File: config.mk
export PLATFORM = sky130hd
export DESIGN_NAME = irq_vector_regs
export DESIGN_NICKNAME = d
export VERILOG_FILES = /design/src/rtl/irqv_pkg.sv /design/src/rtl/irqv_prio_enc.sv /design/src/rtl/irqv_pending.sv /design/src/rtl/irqv_regfile.sv /design/src/rtl/irq_vector_regs.sv
export SDC_FILE = /design/constraint.sdc
export NUM_CORES = 1
export LEC_CHECK = 0
export BUFFER_PORTS_ARGS = -buffer_cell sky130_fd_sc_hd__buf_2
export CAP_MARGIN = 5
export CORE_MARGIN = 1
export CORE_UTILIZATION = 40
export CTS_CLUSTER_DIAMETER = 40
export CTS_CLUSTER_SIZE = 8
export DETAILED_ROUTE_END_ITERATION = 12
export PLACE_DENSITY = 0.71
export SLEW_MARGIN = 20
export SYNTH_ARGS = -nofsm -noshare
export SYNTH_HDL_FRONTEND = slang
export SYNTH_SLANG_ARGS = --single-unit
File: constraint.sdc
create_clock -name clk -period 5.3 [get_ports clk]
set_input_delay 0.795 -clock clk [delete_from_list [all_inputs] [get_ports clk]]
set_output_delay 0.795 -clock clk [all_outputs]
set_load 0.05 [all_outputs]
File: src/rtl/irqv_pkg.sv
package irqv_pkg;
  typedef struct packed {
    logic enable;
    logic local_mode;
  } irqv_ctrl_t;

  localparam int unsigned IRQV_VEC_NONE_BIT = 31;
endpackage

File: src/rtl/irqv_prio_enc.sv
module irqv_prio_enc #(
  parameter int unsigned N  = 32,
  parameter int unsigned IW = $clog2(N)
) (
  input  logic [N-1:0]  req,
  output logic [IW-1:0] idx,
  output logic          any
);
  always_comb begin
    idx = '0;
    any = 1'b0;
    for (int i = N - 1; i >= 0; i--) begin
      if (req[i]) begin
        idx = IW'(i);
        any = 1'b1;
      end
    end
  end
endmodule

File: src/rtl/irqv_pending.sv
module irqv_pending #(
  parameter int unsigned N = 32
) (
  input  logic         clk,
  input  logic         rst,
  input  logic [N-1:0] set_mask,
  input  logic [N-1:0] clr_mask,
  output logic [N-1:0] pend_q
);
  always_ff @(posedge clk) begin
    if (rst) pend_q <= '0;
    else     pend_q <= (pend_q & ~clr_mask) | set_mask;
  end


  set_wins_chk: assert property (@(posedge clk) disable iff (rst)
    (set_mask != '0) |=> ((pend_q & $past(set_mask)) == $past(set_mask)));


  drop_needs_clear_chk: assert property (@(posedge clk) disable iff (rst)
    1'b1 |=> (($past(pend_q) & ~pend_q & ~$past(clr_mask)) == '0));


  rise_needs_set_chk: assert property (@(posedge clk) disable iff (rst)
    1'b1 |=> ((~$past(pend_q) & pend_q & ~$past(set_mask)) == '0));
endmodule

File: src/rtl/irqv_regfile.sv
module irqv_regfile
  import irqv_pkg::*;
#(
  parameter int unsigned N        = 32,
  parameter int unsigned IW       = $clog2(N),
  parameter int unsigned AW       = 8,
  parameter int unsigned DW       = 32,
  parameter logic [AW-1:0] OFF_CTRL = 8'h00,
  parameter logic [AW-1:0] OFF_VEC  = 8'h10,
  parameter logic [AW-1:0] OFF_PEND = 8'h14,
  parameter logic [AW-1:0] OFF_PTR  = 8'h18
) (
  input  logic          clk,
  input  logic          rst,
  input  logic          bus_valid,
  input  logic          bus_write,
  input  logic [AW-1:0] bus_addr,
  input  logic [DW-1:0] bus_wdata,
  output logic [DW-1:0] bus_rdata,
  output logic          bus_rvalid,
  input  logic [N-1:0]  pend_q,
  input  logic [IW-1:0] vec_idx,
  input  logic          vec_any,
  output irqv_ctrl_t    ctrl_q,
  output logic [AW-1:0] ptr_q,
  output logic [N-1:0]  sw_set,
  output logic [N-1:0]  sw_clr
);
  localparam int unsigned SEL_W = (IW < 5) ? 5 : IW;

  logic wr_ctrl, wr_vec, wr_pend, wr_ptr, rd_en;
  logic [DW-1:0] rd_mux;
  logic [DW-1:0] vec_word;
  logic [SEL_W-1:0] clr_sel;

  assign wr_ctrl = bus_valid & bus_write & (bus_addr == OFF_CTRL);
  assign wr_vec  = bus_valid & bus_write & (bus_addr == OFF_VEC);
  assign wr_pend = bus_valid & bus_write & (bus_addr == OFF_PEND);
  assign wr_ptr  = bus_valid & bus_write & (bus_addr == OFF_PTR);
  assign rd_en   = bus_valid & ~bus_write;

  assign sw_set  = wr_pend ? bus_wdata[N-1:0] : '0;
  assign clr_sel = SEL_W'(bus_wdata[4:0]);

  genvar g;
  generate
    for (g = 0; g < N; g++) begin : g_clr
      assign sw_clr[g] = wr_vec & (clr_sel == SEL_W'(g));
    end
  endgenerate

  always_comb begin
    vec_word = '0;
    if (vec_any) vec_word[IW-1:0] = vec_idx;
    else         vec_word[IRQV_VEC_NONE_BIT] = 1'b1;
  end

  always_comb begin
    rd_mux = '0;
    if (bus_addr == OFF_CTRL)      rd_mux[1:0] = {ctrl_q.enable, ctrl_q.local_mode};
    else if (bus_addr == OFF_VEC)  rd_mux = vec_word;
    else if (bus_addr == OFF_PEND) rd_mux[N-1:0] = pend_q;
    else if (bus_addr == OFF_PTR)  rd_mux[AW-1:0] = ptr_q;
  end

  always_ff @(posedge clk) begin
    if (rst) begin
      ctrl_q     <= '0;
      ptr_q      <= OFF_PEND;
      bus_rdata  <= '0;
      bus_rvalid <= 1'b0;
    end else begin
      if (wr_ctrl) begin
        ctrl_q.local_mode <= bus_wdata[0];
        ctrl_q.enable     <= bus_wdata[1];
      end
      if (wr_ptr) ptr_q <= bus_wdata[AW-1:0];
      bus_rvalid <= rd_en;
      bus_rdata  <= rd_en ? rd_mux : '0;
    end
  end


  one_clear_chk: assert property (@(posedge clk) disable iff (rst)
    $onehot0(sw_clr));


  rvalid_follows_read_chk: assert property (@(posedge clk) disable iff (rst)
    (bus_valid & ~bus_write) |=> bus_rvalid);
endmodule

File: src/rtl/irq_vector_regs.sv
module irq_vector_regs
  import irqv_pkg::*;
#(
  parameter int unsigned N  = 32,
  parameter int unsigned AW = 8,
  parameter int unsigned DW = 32,
  parameter logic [AW-1:0] OFF_CTRL = 8'h00,
  parameter logic [AW-1:0] OFF_VEC  = 8'h10,
  parameter logic [AW-1:0] OFF_PEND = 8'h14,
  parameter logic [AW-1:0] OFF_PTR  = 8'h18
) (
  input  logic          clk,
  input  logic          rst,
  input  logic          bus_valid,
  input  logic          bus_write,
  input  logic [AW-1:0] bus_addr,
  input  logic [DW-1:0] bus_wdata,
  output logic [DW-1:0] bus_rdata,
  output logic          bus_rvalid,
  input  logic [N-1:0]  local_irq,
  input  logic          pkt_valid,
  input  logic [N-1:0]  pkt_status,
  output logic          fwd_valid,
  output logic [N-1:0]  fwd_status,
  input  logic          fwd_accept,
  output logic          irq_out
);
  localparam int unsigned IW = $clog2(N);

  logic [N-1:0]  pend_q, sw_set, sw_clr, pkt_set, fwd_clr, set_mask, clr_mask;
  logic [IW-1:0] vec_idx;
  logic          vec_any;
  irqv_ctrl_t    ctrl_q;
  logic [AW-1:0] ptr_q;

  irqv_prio_enc #(.N(N), .IW(IW)) u_enc (
    .req(pend_q), .idx(vec_idx), .any(vec_any)
  );

  irqv_regfile #(
    .N(N), .IW(IW), .AW(AW), .DW(DW),
    .OFF_CTRL(OFF_CTRL), .OFF_VEC(OFF_VEC), .OFF_PEND(OFF_PEND), .OFF_PTR(OFF_PTR)
  ) u_regs (
    .clk(clk), .rst(rst),
    .bus_valid(bus_valid), .bus_write(bus_write), .bus_addr(bus_addr),
    .bus_wdata(bus_wdata), .bus_rdata(bus_rdata), .bus_rvalid(bus_rvalid),
    .pend_q(pend_q), .vec_idx(vec_idx), .vec_any(vec_any),
    .ctrl_q(ctrl_q), .ptr_q(ptr_q), .sw_set(sw_set), .sw_clr(sw_clr)
  );

  assign pkt_set    = (pkt_valid && ptr_q == OFF_PEND) ? pkt_status : '0;
  assign fwd_valid  = ~ctrl_q.local_mode & vec_any;
  assign fwd_status = fwd_valid ? pend_q : '0;
  assign fwd_clr    = (fwd_valid & fwd_accept) ? pend_q : '0;
  assign set_mask   = sw_set | local_irq | pkt_set;
  assign clr_mask   = sw_clr | fwd_clr;

  irqv_pending #(.N(N)) u_pend (
    .clk(clk), .rst(rst), .set_mask(set_mask), .clr_mask(clr_mask), .pend_q(pend_q)
  );

  always_ff @(posedge clk) begin
    if (rst) irq_out <= 1'b0;
    else     irq_out <= ctrl_q.local_mode & ctrl_q.enable & vec_any;
  end


  irq_needs_local_chk: assert property (@(posedge clk) disable iff (rst)
    irq_out |-> ($past(ctrl_q.local_mode) && $past(pend_q) != '0));


  vec_points_low_chk: assert property (@(posedge clk) disable iff (rst)
    vec_any |-> (pend_q[vec_idx] && ((pend_q & ((N'(1) << vec_idx) - N'(1))) == '0)));


  fwd_drains_chk: assert property (@(posedge clk) disable iff (rst)
    (fwd_valid && fwd_accept && set_mask == '0) |=> (pend_q == '0));
endmodule

==> results.md, run 1 <==
Timing:
- The sum of negative setup slack is 0 ns.
- The total count of max-transition violations in the final report is 0.
- The clock arrives with 0.007958 ns of skew.
- The post-layout worst setup margin is 1.864 ns.
- The final number of hold-violating endpoints is 0.
- For this run, the top clock speed supported by timing is 291.0 MHz.
- The number of setup violations in the final report is 0.
- The worst path needs 3.436 ns of the cycle, external delays included.
- The actual transition at the worst max-transition pin is 0.9146 ns.
- The worst pin sits at a relative slew slack of 39.02%.
- Setup repair after global routing left no endpoint under its margin.
- The fraction of the cycle the final worst path needs is 64.83%.

Detailed routing:
- Summed over all layers, the routed wires come to 11.90 mm.
- The number of search-and-repair iterations in the first detailed-routing pass is 5.
- The number of remaining DRC errors is 0.
- The final antenna-violating net count is 0.
- The via density per instance is 5.710.
- The final routed wire length divided by cell count is 16.84 µm.
- The count of vias placed by the detailed router is 4037.
- The detailed router finished its first iteration with 243 violations.

Clock tree:
- Clock tree synthesis inserted a total of 9 buffers.
- At the later pin of the worst-skew pair, clock insertion delay measures 0.35 ns.
- The clock passes through at most 2 buffers.
- TritonCTS built the clock tree.
- After clock tree synthesis, the setup repair step added 0 buffers.
- After clock tree synthesis, the clock-pin slew on the worst setup and hold paths is 0.08 ns.
- The clock tree synthesis step divided the H-tree into 3 levels.
- The clock net in this run drives a total of 76 sinks.
- The library cell used as clock root buffer is sky130_fd_sc_hd__clkbuf_8.
- The count of hold-fix buffers inserted at cts is 0.
- The quantity of gates resized following cts is 0.

Synth:
- By area the synthesized netlist is led by sky130_fd_sc_hd__dfxtp_1 42%, sky130_fd_sc_hd__a221oi_1 8.7%, sky130_fd_sc_hd__and2_1 7.8%.
- The post-synthesis mux area share is 1.662%.
- The sequential-to-total area share from yosys stat is 42.11%.
- Of the total synthesized cell area, the portion taken by AND, OR, NAND and NOR gates is 29.85%.
- The most used flip-flop cell after synthesis is sky130_fd_sc_hd__dfxtp_1.
- The number of warnings printed during yosys synthesis is 0.
- The average size of a mapped cell is 8.384 µm².
- In the synthesized netlist the async set-or-reset flop fraction comes to 0%.
- The largest area contributor in the netlist is sky130_fd_sc_hd__dfxtp_1.
- Counting flops with a built-in enable in the synthesized netlist gives 0.
- In this run, synthesis produced a sequential element count of 76.
- When the netlist entered floorplanning its net count stood at 541.
- The post-synthesis cell count is 431.
- The compound-gate portion of the synthesized area is 22.54%.
- The top-area cell type share of the netlist area is 42.11%.
- Counting distinct cell types in the post-synthesis netlist gives 47.
- The xor-xnor portion of the synthesized cell area is 0%.
- By area, the combinational part of the netlist is dominated by simple AND/OR/NAND/NOR gates.
- The synthesized cell area is 3613 µm².
- After Yosys synthesis, full adders, half adders and majority gates account for 0% of the synthesized area.

Cells and area:
- 0 antenna diodes ended up in the layout.
- The library cells used most frequently in the layout, excluding fill and tap cells, are 176 x sky130_fd_sc_hd__buf_2, 76 x sky130_fd_sc_hd__dfxtp_1, 45 x sky130_fd_sc_hd__and2_1, 36 x sky130_fd_sc_hd__a221oi_1, 30 x sky130_fd_sc_hd__nand2_1.
- After routing the design area is 4750 µm².
- The commonest non-fill, non-tap cell in the layout is sky130_fd_sc_hd__buf_2.
- The utilization after layout is 54.46%.
- The share of post-route cells with drive strength above 1 is 34.39%.
- The net count of the finished layout is 705.
- The signed area change from the synthesized netlist to the final layout is 31.44%.

Floorplan:
- The total area inside the core boundary comes to 8721 µm².
- The initial utilization of the core area, before any placement, comes to 41.43%.
- The die is 97.05 µm wide.
- The height of the die is 97.05 µm.
- In this run the core area contains 34 standard-cell rows.
- The total die area is 9418 µm².
- 177 I/O pins were placed.

Worst setup path:
- The critical path class is register to primary output.
- STA classifies the critical path startpoint as a register.
- The worst setup path is captured at a primary output.
- The arrival time reported for the critical path endpoint is 2.64 ns.
- Of all nets on the critical path, the largest fanout is 27.
- At the worst endpoint, the required time is 4.51 ns.

Placement:
- At the placement stage, the worst setup path has a slack of 2.219 ns.
- The routability-driven placement congestion ratio is 0.8501.
- The total cell area at the placement stage is 4553 µm².
- The total half-perimeter wirelength after legalization and detailed placement is 8.968 mm.
- The count of buffers added on input and output ports is 176.

Power and ir drop:
- Summing internal, switching and leakage power gives 1.335 mW.
- The leakage power is 2.058 nW.
- The worst-case vdd ir drop is 0.1006 mV.
- Dividing total power by cell area gives a power density of 281.0 nW/µm².

Global route:
- The wire length of the first global-routing pass is 19.53 mm.
- The number of global-route vias before repair was 3893.
- The total global routing track utilization is 25.87%.
- The largest net degree at the start of global routing is 46.
- The number of antenna violations at the first check in global routing came to 0.
- The remaining global-route overflow is 0.

Flow run:
- Max-cap violations in this run came to 0.

Hold path:
- The path class of the tightest hold or removal check is register to register.

Status:
- The flow ran to the end, and the final reports show no timing, DRC or antenna violations.
-- Yosys cell counts (2+ instances only) --
master,n
sky130_fd_sc_hd__buf_2,3
sky130_fd_sc_hd__dfxtp_1,76
sky130_fd_sc_hd__o311ai_0,3
sky130_fd_sc_hd__o21a_1,2
sky130_fd_sc_hd__or4_1,5
sky130_fd_sc_hd__nand3_1,27
sky130_fd_sc_hd__or3_1,3
sky130_fd_sc_hd__nand2_1,30
sky130_fd_sc_hd__a221oi_1,36
sky130_fd_sc_hd__and3_1,3
sky130_fd_sc_hd__a21oi_2,2
sky130_fd_sc_hd__nor3b_1,2
sky130_fd_sc_hd__o211ai_1,6
sky130_fd_sc_hd__nor4_1,11
sky130_fd_sc_hd__o21ai_0,21
sky130_fd_sc_hd__nand4_1,2
sky130_fd_sc_hd__a211o_1,2
sky130_fd_sc_hd__a31oi_1,2
sky130_fd_sc_hd__and2_1,45
sky130_fd_sc_hd__a21oi_1,9
sky130_fd_sc_hd__nand2b_1,3
sky130_fd_sc_hd__a22oi_1,6
sky130_fd_sc_hd__clkbuf_1,21
sky130_fd_sc_hd__mux2i_1,6
sky130_fd_sc_hd__inv_1,9
sky130_fd_sc_hd__nor3_1,24
sky130_fd_sc_hd__nor2_1,30
sky130_fd_sc_hd__o21ai_1,21
sky130_fd_sc_hd__nand3b_1,2
sky130_fd_sc_hd__or4_4,2
-- critical path, cell delays in order, from the launching register on --
cell and delay (ns):
sky130_fd_sc_hd__dfxtp_1 0.40, sky130_fd_sc_hd__or4_1 0.63, sky130_fd_sc_hd__nor4_2 0.45, sky130_fd_sc_hd__a21oi_2 0.32, sky130_fd_sc_hd__and2_1 0.28, sky130_fd_sc_hd__buf_2 0.21
-- routing by layer --
layer | share of wire [%] | routed length, µm | vias up | global-route usage, %
met5 | 0 | 0 | - | 0
met4 | 2.0 | 233 | 0 | 9.300
met3 | 8.0 | 953 | 20 | 3.396
met2 | 46 | 5498 | 225 | 40.68
met1 | 44 | 5218 | 1849 | 36.23
li1 | - | - | 1943 | -
-- kinds of logic after synthesis --
family	Yosys count
muxes	6
and+or+nand+nor	198
DFF	76
buffers and inverters	34
AOI/OAI and AO/OA	117
-- area by class of cell --
cell class / instances / area, µm²
Clock buffer: 10 / 137.6
Multi-Input combinational cell: 321 / 1973
Timing Repair Buffer: 178 / 895.9
Fill cell: 842 / 3971
Inverter: 9 / 33.78
Clock inverter: 5 / 52.55
Tap cell: 108 / 135.1
Sequential cell: 76 / 1521
-- power breakdown --
part	internal [mW]	switching (mW)
combinational	0.0880	0.164
clock	0.225	0.217
sequential	0.594	0.0464
-- stage by stage --
step / cells / hold WS [ns]
CTS: 707 / 0.4630
global route: 707 / 0.5082
detailed placement: 692 / 0.4544
floorplan: 431 / 0.4206
finish: 707 / 0.4809
global placement: 692 / 0.4390
-- final timing paths --
path,from,end,slack [ns],cells past startpoint
max,u_pend.pend_q[19],fwd_status[2],1.86,5
min,u_regs.ctrl_q[1],irq_out,0.48,2
max reg2reg,u_pend.pend_q[19],u_pend.pend_q[28],2.56,7
min reg2reg,u_regs.ctrl_q[1],irq_out,0.48,2
-- registers in the layout (all words and copies together), names as in the netlist --
signal             cells
u_regs.ctrl_q          2
u_regs.bus_rvalid      1
u_regs.bus_rdata      32
irq_out                1
u_regs.ptr_q           8
u_pend.pend_q         32
(Power assumes the default switching activity.)
==> run 2, diff against run 1 <==
Clock period 5.3 ns to 3.2 ns, I/O delays scaled along.
==> run 2 against run 1 <==
Effect of this change: routed wire length fell by 0.45%; first-iteration DRC count increased by 15%; critical path depth is the same; clock power increased by 73%; combinational power increased by 70%; worst setup slack worse by 1.7 ns; critical endpoint unchanged; largest power group unchanged.
==> results.md, run 2 (synthesis results as in run 1) <==
Worst setup path:
- At the worst endpoint, the required time is 2.72 ns.
- STA classifies the critical path startpoint as a register.
- The arrival time reported for the critical path endpoint is 2.53 ns.
- The critical path in this run is classified as register to primary output.
- The terminus of the critical flop-to-flop path is u_pend.pend_q[5].
- The critical path capture point type is a primary output.
- The internal reg-to-reg setup slack is 0.41 ns.
- The highest net fanout along the worst path is 27.
- The startpoint identified for the worst register-to-register timing path is u_pend.pend_q[23].
- Counting cells, the worst reg-to-reg path comes to 7.

Cells and area:
- In the final layout, the registers with the most flip-flops are u_pend.pend_q x32, u_regs.bus_rdata x32, u_regs.ptr_q x8.
- In the final layout, the share of cells above drive strength 1 is 34.93%.
- Cells fill 55.19% of the core in the end.
- The signed area change from the synthesized netlist to the final layout is 33.21%.
- Across the whole layout, storage elements account for 1521 µm².
- In the layout the commonest cells are 176 x sky130_fd_sc_hd__buf_2, 76 x sky130_fd_sc_hd__dfxtp_1, 45 x sky130_fd_sc_hd__and2_1, 36 x sky130_fd_sc_hd__a221oi_1, 30 x sky130_fd_sc_hd__nand2_1.
- The filler cells instantiated in the layout total 829.
- The multi-input combinational cells in the finished layout cover a total of 1962 µm².
- The number of nets in the final layout is 713.
- The number of diodes is 0.
- The commonest non-fill, non-tap cell in the layout is sky130_fd_sc_hd__buf_2.

Clock tree:
- The clock net sink count is 76.
- CTS placed an instance of sky130_fd_sc_hd__clkbuf_8 at the clock tree root.
- In this run the deepest clock path goes through 2 buffers.
- The H-tree generated during clock tree synthesis spans 3 levels.
- TritonCTS built the clock tree.
- Once the clock tree was built, the setup fixing pass inserted 0 buffers.
- The quantity of gates resized following cts is 0.
- The clock-pin slew on the worst setup and hold paths is 0.08 ns.
- The total CTS buffers is 9.
- Hold repair after CTS inserted 0 buffers.
- The clock insertion delay at the later pin of the skew report is 0.34 ns.

Detailed routing:
- The first routing iteration left 279 violations.
- The count of vias placed by the detailed router is 4125.
- The number of remaining DRC errors is 0.
- The final layout contains routed wiring with a total length of 11.85 mm.
- The number of search-and-repair iterations in the first detailed-routing pass is 5.
- The count of nets left with antenna violations once routing finished came out at 0.
- In the final routed layout, each cell accounts on average for 16.57 µm.
- The via density per instance is 5.769.

Global route:
- The number of antenna violations at the first check in global routing is 0.
- The number of global-route vias before repair came to 3860.
- The total global routing track utilization is 25.30%.
- The largest net degree at the start of global routing is 45.
- The remaining global-route overflow is 0.
- The first global-routing pass estimated 19.14 mm of wire.

Timing:
- The worst slew slack as a fraction of its limit is 37.73%.
- Setup repair after global routing left no endpoint under its margin.
- Timing would allow up to 332.1 MHz.
- The post-layout minimum cycle time is 3.011 ns.
- The final number of hold-violating endpoints is 0.
- The number of setup violations in the final report is 0.
- The fraction of the cycle the final worst path needs is 94.09%.
- The sum of negative setup slack is 0 ns.
- The setup clock skew after layout is 0.01048 ns.
- The total count of max-transition violations in the final report is 0.
- The actual transition at the worst max-transition pin is 0.9341 ns.

Power and ir drop:
- Per report_power, the sequential group accounts for 46.9% of the total.
- The internal power of the cells totals 1.566 mW.
- Per report_power, the combinational group accounts for 19.0% of the total.
- The power dissipated by switching net loads is 0.6827 mW.
- The switching share of power is 30.36%.
- Across the VDD grid, the largest voltage drop is 0.2490 mV.
- The leakage power is 2.104 nW.
- In this run the power density over the cells is 467.2 nW/µm².
- The clock network accounts for 34.1% of the total power.

Hold path:
- The worst min-delay path category is primary input to register.
- The worst hold path begins at rst.
- The worst hold path depth is 2.
- The path with the worst hold slack has its endpoint at u_regs.bus_rvalid.

Placement:
- The routability-driven placement congestion ratio is 0.8721.
- The total half-perimeter wirelength after legalization and detailed placement is 9.176 mm.
- During placement, the flow inserted port buffers numbering 176.

Floorplan:
- The starting density of the core is 41.43%.
- The die width is 97.05 µm.
- The total area inside the core boundary comes to 8721 µm².
- After floorplanning, the core was divided into 34 placement rows.
- The die covers 9418 µm².
- The number of top-level pins is 177.
- The die is 97.05 µm tall.

Flow run:
- Max-cap violations in this run came to 0.

Status:
- The flow ran to the end, and the final reports show no timing, DRC or antenna violations.
run 2: final cells by class:
cell class | count | share of cell area [%]
repair buffers | 186 | 19.86
well taps | 108 | 2.807
clock buffers | 10 | 2.651
multi-input cells | 321 | 40.76
clock inverters | 5 | 1.612
inverters | 9 | 0.7018
flip-flops and latches | 76 | 31.61
run 2: per-layer routing:
metal / global-route usage, % / part of all wire, % / vias to the layer above
li1: - / - / 1964
met1: 33.74 / 42 / 1894
met2: 39.76 / 46 / 245
met3: 5.780 / 9.7 / 22
met4: 9.414 / 2.2 / 0
met5: 0 / 0 / -
run 2: worst max path at each step:
stage	start	to	slack (ns)	cells past startpoint
after floorplan	u_pend.pend_q[19]	fwd_status[20]	0.47	5
after global placement	u_pend.pend_q[23]	u_pend.pend_q[13]	0.57	7
after detailed placement	u_pend.pend_q[19]	u_pend.pend_q[10]	0.49	7
after CTS	u_pend.pend_q[19]	fwd_status[22]	0.19	5
after global routing	u_pend.pend_q[12]	fwd_status[15]	0.05	5
final	u_pend.pend_q[23]	fwd_status[2]	0.19	5
run 2: power by group through the flow:
stage               registers, mW  clock network [mW]  logic, mW
finish                       1.05               0.766      0.428
floorplan                    1.05                   0      0.276
global placement             1.07                   0      0.422
detailed placement           1.07                   0      0.427
global route                 1.06               0.823      0.462
CTS                          1.05               0.773      0.428
run 2: worst max-delay path: stages (launching register included):
cell	delay, ns
sky130_fd_sc_hd__dfxtp_1	0.37
sky130_fd_sc_hd__or4_1	0.61
sky130_fd_sc_hd__nor4_2	0.40
sky130_fd_sc_hd__a21oi_2	0.32
sky130_fd_sc_hd__and2_1	0.27
sky130_fd_sc_hd__buf_2	0.21
run 2: stage by stage:
| stage | hold WS [ns] | std cells | instance area, µm² | setup WS, ns | power, mW |
|---|---|---|---|---|---|
| 2_1_floorplan | 0.4206 | 431 | 3613 | 0.4656 | 1.322 |
| 3_3_place_gp | 0.4409 | 700 | 4608 | 0.5661 | 1.492 |
| 3_5_place_dp | 0.4462 | 700 | 4608 | 0.4896 | 1.500 |
| 4_1_cts | 0.3601 | 715 | 4813 | 0.1884 | 2.252 |
| 5_1_grt | 0.3666 | 715 | 4813 | 0.05001 | 2.343 |
| 6_report | 0.3738 | 715 | 4813 | 0.1893 | 2.249 |
